File: config.mk
export PLATFORM = sky130hd
export DESIGN_NAME = pc_seq
export DESIGN_NICKNAME = d
export VERILOG_FILES = /design/src/rtl/pc_seq.sv
export SDC_FILE = /design/constraint.sdc
export NUM_CORES = 1
export LEC_CHECK = 0
export ABC_AREA = 1
export BUFFER_PORTS_ARGS = -buffer_cell sky130_fd_sc_hd__buf_2
export CORE_MARGIN = 2
export CORE_UTILIZATION = 35
export CTS_BUF_LIST = sky130_fd_sc_hd__clkbuf_2
export DETAILED_ROUTE_END_ITERATION = 10
export PLACE_DENSITY = 0.57
export SLEW_MARGIN = 40
export SYNTH_ARGS = -nofsm -noshare
export SYNTH_HDL_FRONTEND = slang
export SYNTH_SLANG_ARGS = --single-unit
export TNS_END_PERCENT = 1
File: constraint.sdc
create_clock -name clk -period 4.7 [get_ports clk]
set_clock_uncertainty 0.2 [all_clocks]
set_input_delay 0.47 -clock clk [delete_from_list [all_inputs] [get_ports clk]]
set_output_delay 0.47 -clock clk [all_outputs]
set_load 0.005 [all_outputs]
File: src/rtl/pc_seq.sv
module pc_seq #(
  parameter int AW   = 16,
  parameter int FW   = 4,
  parameter int BOFF = 8,
  parameter int JOFF = 12
) (
  input  logic          clk,
  input  logic          rst_n,
  input  logic          step,
  input  logic [2:0]    req_kind,
  input  logic [1:0]    tgt_src,
  input  logic          multi_word,
  input  logic [AW-1:0] reg_tgt,
  input  logic [AW-1:0] abs_tgt,
  input  logic [JOFF-1:0] rel_off,
  input  logic [FW-1:0] cond_mask,
  input  logic [FW-1:0] status,
  input  logic [AW-1:0] ret_addr,
  input  logic          wake,
  input  logic          irq,
  output logic [AW-1:0] fetch_pc,
  output logic          taken,
  output logic          push_en,
  output logic [AW-1:0] push_addr,
  output logic          illegal,
  output logic          halted,
  output logic          in_slot
);
  localparam logic [2:0] K_JMP = 3'd1, K_CALL = 3'd2, K_RET = 3'd3,
                         K_BR = 3'd4, K_HALT = 3'd5;
  localparam logic [1:0] S_REG = 2'd0, S_ABS = 2'd1;

  logic [AW-1:0] pc_q, tgt_q, seq_pc, rel_tgt, pick_tgt;
  logic          slot_q, halt_q;

  wire live     = step & ~halt_q;
  wire is_xfer  = (req_kind >= K_JMP) & (req_kind <= K_BR);
  wire abs_word = is_xfer & (req_kind != K_RET) & (tgt_src == S_ABS);
  wire two_word = multi_word | abs_word;
  wire cond_ok  = |(status & cond_mask);
  wire go       = is_xfer & ((req_kind != K_BR) | cond_ok);

  wire [AW-1:0] b_sx = {{(AW-BOFF){rel_off[BOFF-1]}}, rel_off[BOFF-1:0]};
  wire [AW-1:0] j_sx = {{(AW-JOFF){rel_off[JOFF-1]}}, rel_off};

  assign seq_pc  = pc_q + (two_word ? AW'(2) : AW'(1));
  assign rel_tgt = seq_pc + ((req_kind == K_BR) ? b_sx : j_sx);

  always_comb begin
    if (req_kind == K_RET)      pick_tgt = ret_addr;
    else if (tgt_src == S_REG)  pick_tgt = reg_tgt;
    else if (tgt_src == S_ABS)  pick_tgt = abs_tgt;
    else                        pick_tgt = rel_tgt;
  end

  assign fetch_pc  = pc_q;
  assign halted    = halt_q;
  assign in_slot   = slot_q;
  assign taken     = live & ~slot_q & go;
  assign push_en   = live & ~slot_q & (req_kind == K_CALL);
  assign push_addr = seq_pc + AW'(1);
  assign illegal   = live & slot_q & (is_xfer | two_word);

  always_ff @(posedge clk) begin
    if (!rst_n) begin
      pc_q   <= '0;
      tgt_q  <= '0;
      slot_q <= 1'b0;
      halt_q <= 1'b0;
    end else if (halt_q) begin
      if (wake | irq) halt_q <= 1'b0;
    end else if (step) begin
      if (slot_q) begin
        pc_q   <= tgt_q;
        slot_q <= 1'b0;
        halt_q <= (req_kind == K_HALT);
      end else begin
        pc_q   <= seq_pc;
        slot_q <= is_xfer;
        tgt_q  <= go ? pick_tgt : seq_pc + AW'(1);
        halt_q <= (req_kind == K_HALT);
      end
    end
  end
endmodule

==> flow_summary.ini <==
[status]
status = finished clean

[critical_path]
crit_fanout = 5
endpoint_kind = primary output
path_class = in2out
critPathLaunchType = input pin
crit_arrival_ns = 3.73
critPathRequiredTime_ns = 4.03

[synthesis]
synthTopCellsByArea = nand2_1 19%, dfxtp_1 19%, ha_1 6.3%
synth_ff_type = dfxtp_1
syn_inst = 575
synth_cell_types = 41
syn_area_per_cell_um2 = 6.21
synth_top_area_cell = nand2_1
ys_seq_area_share_pct = 19.0
yosys_warnings = 0
synthTopCellsByCount = 182 x nand2_1, 57 x inv_1, 41 x nor2_1
mappedNetlistArea_um2 = 3570
synth_top_area_share_pct = 19.1
synth.most_common_cell = nand2_1
synthArstFlopShare_pct = 0
ys_ff_latch = 34
synth_edf_count = 0
syn_nets = 674

[clock_tree]
clock_latency_ns = 0.40
clockRootBuffer = clkbuf_2
cts.clk_slew.worst_paths_ns = 0.19
ctsHoldBuffers = 0
htreeDepth = 2
cts_tree = yes
post_cts_resized = 0
cts_sinks = 34
post_cts_buffers = 0
cts_made_buffers = 5
cts_buffer_depth = 2

[global_routing]
overflow = 0
grt_max_degree = 33
grt_pass1_vias = 4107
grt_pass1_wl_um = 21200
grtUsageTotal_pct = 24.2
antenna_found_initial = 0

[power]
power.density_nw_per_um2 = 169
comb_power_share_pct = 38.7
ir_drop_uv = 97.6
intPower_mw = 0.457
clock_power_share_pct = 19.7
p_sw_mw = 0.300
leakage_nw = 2.23
p_seq_share_pct = 41.7
switching_share_pct = 39.6

[detailed_routing]
routed_wl_um = 13200
wire_per_inst_um = 15.8
drcViolationCount = 0
routed-via-count = 4257
first_pass_iters = 5
ant_nets = 0
vias_per_cell = 5.09
drt_iter0_drc = 160

[sta]
hold_violations = 0
fin_crit_sh_pct = 93.7
grt_setup_unrepaired = false
tightest_slew_ns = 0.689
fmax_mhz = 227
setup-violations-final = 0
finalCriticalPeriod_ns = 4.40
slew_headroom_pct = 54.0
final_max_slew_viol_count = 0
setup_tns_ns = 0

[finish]
stdcell_area_um2 = 4480
areaGrowthSynthToFinish_pct = 25.4
fill_cells = 1110
nets = 802
fin_util_pct = 45.4
drive_gt1_share_pct = 26.1
final_cells = 837
num_antenna_cells = 0

[placed_design]
post_dp_cell_area_um2 = 4440
dp_cells = 829
dp_hpwl_um = 10800
portBuffers = 115
place_congestion = 0.918

[die]
die_width_um = 105
core_um2 = 9860
ios = 116
fp.dieH_um = 105
fp.dieArea_um2 = 11000
core.rowCount = 36
initial_core_util_pct = 36.2

[min_path]
hold_class = in2reg

[job]
max_cap_viol_count = 0
## kinds of logic (layout without fill, tap and decap cells)
| family | count (synthesis) | after routing | share of synthesized area [%] |
|---|---|---|---|
| adders and majority gates | 20 | 20 | 7.42 |
| and+or+nand+nor | 304 | 304 | 38.3 |
| DFF | 34 | 34 | 19.0 |
| AOI/OAI and AO/OA | 111 | 111 | 18.8 |
| xor gates and xnor gates | 24 | 24 | 7.77 |
| buffers and inverters | 82 | 211 | 8.65 |
## power groups by stage
stage,registers (mW),clock network (mW),logic [mW]
2_1_floorplan,0.318,0,0.172
3_3_place_gp,0.322,0,0.292
3_5_place_dp,0.321,0,0.291
4_1_cts,0.315,0.152,0.293
5_1_grt,0.318,0.167,0.329
6_report,0.316,0.149,0.293
## cell type report
cell class | count | area, um2 | area share, %
Timing Repair Buffer | 138 | 748 | 16.7
Tap cell | 133 | 166 | 3.71
Inverter | 65 | 244 | 5.45
Clock inverter | 3 | 16.3 | 0.363
Sequential cell | 34 | 681 | 15.2
Multi-Input combinational cell | 459 | 2600 | 58.0
Clock buffer | 5 | 25.0 | 0.559
## flip-flops by register name (all words and copies together), names as in the netlist
| register | flops |
|---|---|
| halted | 1 |
| fetch_pc | 16 |
| in_slot | 1 |
| tgt_q | 16 |
## worst max-delay path, cell delays in order
cell     delay, ns
buf_2         0.11
nor2_1        0.07
nand2_1       0.09
inv_1         0.10
nor2_1        0.14
inv_1         0.09
a31oi_1       0.19
ha_1          0.20
inv_1         0.05
fa_1          0.45
nor2_2        0.30
nand3_1       0.18
nor2_2        0.18
nand2_2       0.11
xnor2_4       0.18
buf_4         0.17
nand2_2       0.07
nor3_2        0.20
nand3_1       0.09
nand2_1       0.10
nand2_1       0.05
buf_2         0.12
## metrics by stage
step | hold WS, ns | total power, mW | setup WS, ns
finish | 0.121 | 0.757 | 0.296
global route | 0.0958 | 0.813 | 0.00189
CTS | 0.107 | 0.760 | 0.351
detailed placement | 0.258 | 0.612 | 0.0845
global placement | 0.255 | 0.614 | 0.107
floorplan | 0.245 | 0.490 | 0.0221
## worst paths after layout
check                           cells after the start  slack [ns]            end   startpoint
worst max register to register                     21        0.99      tgt_q[15]  fetch_pc[0]
worst min register to register                      2        0.28       tgt_q[6]     tgt_q[6]
worst min-delay path                                4        0.12         halted          irq
worst max-delay path                               22        0.30  push_addr[15]  req_kind[0]
## placed cells by master, fill, tap and decap left out, drive strengths merged, types with 5 or more instances in the layout
| cell type | n |
|---|---|
| a21oi | 33 |
| a221oi | 12 |
| a31oi | 15 |
| buf | 138 |
| clkbuf | 5 |
| clkinv | 6 |
| dfxtp | 34 |
| ha | 18 |
| inv | 61 |
| nand2 | 189 |
| nand3 | 39 |
| nand4 | 10 |
| nor2 | 45 |
| nor3 | 11 |
| o211ai | 6 |
| o21ai | 33 |
| or2 | 5 |
| xnor2 | 9 |
| xor2 | 15 |
## routing by layer
layer / routed length, um / GRT usage (%) / vias to the layer above / part of all wire [%]
met2: 6380 / 42.6 / 147 / 48
met1: 5960 / 31.3 / 1918 / 45
met4: 194 / 4.86 / 0 / 1.5
li1: - / - / 2177 / -
met3: 718 / 3.49 / 15 / 5.4
met5: 0 / 0 / - / 0
No activity file was read; power rests on OpenSTA's default activity.
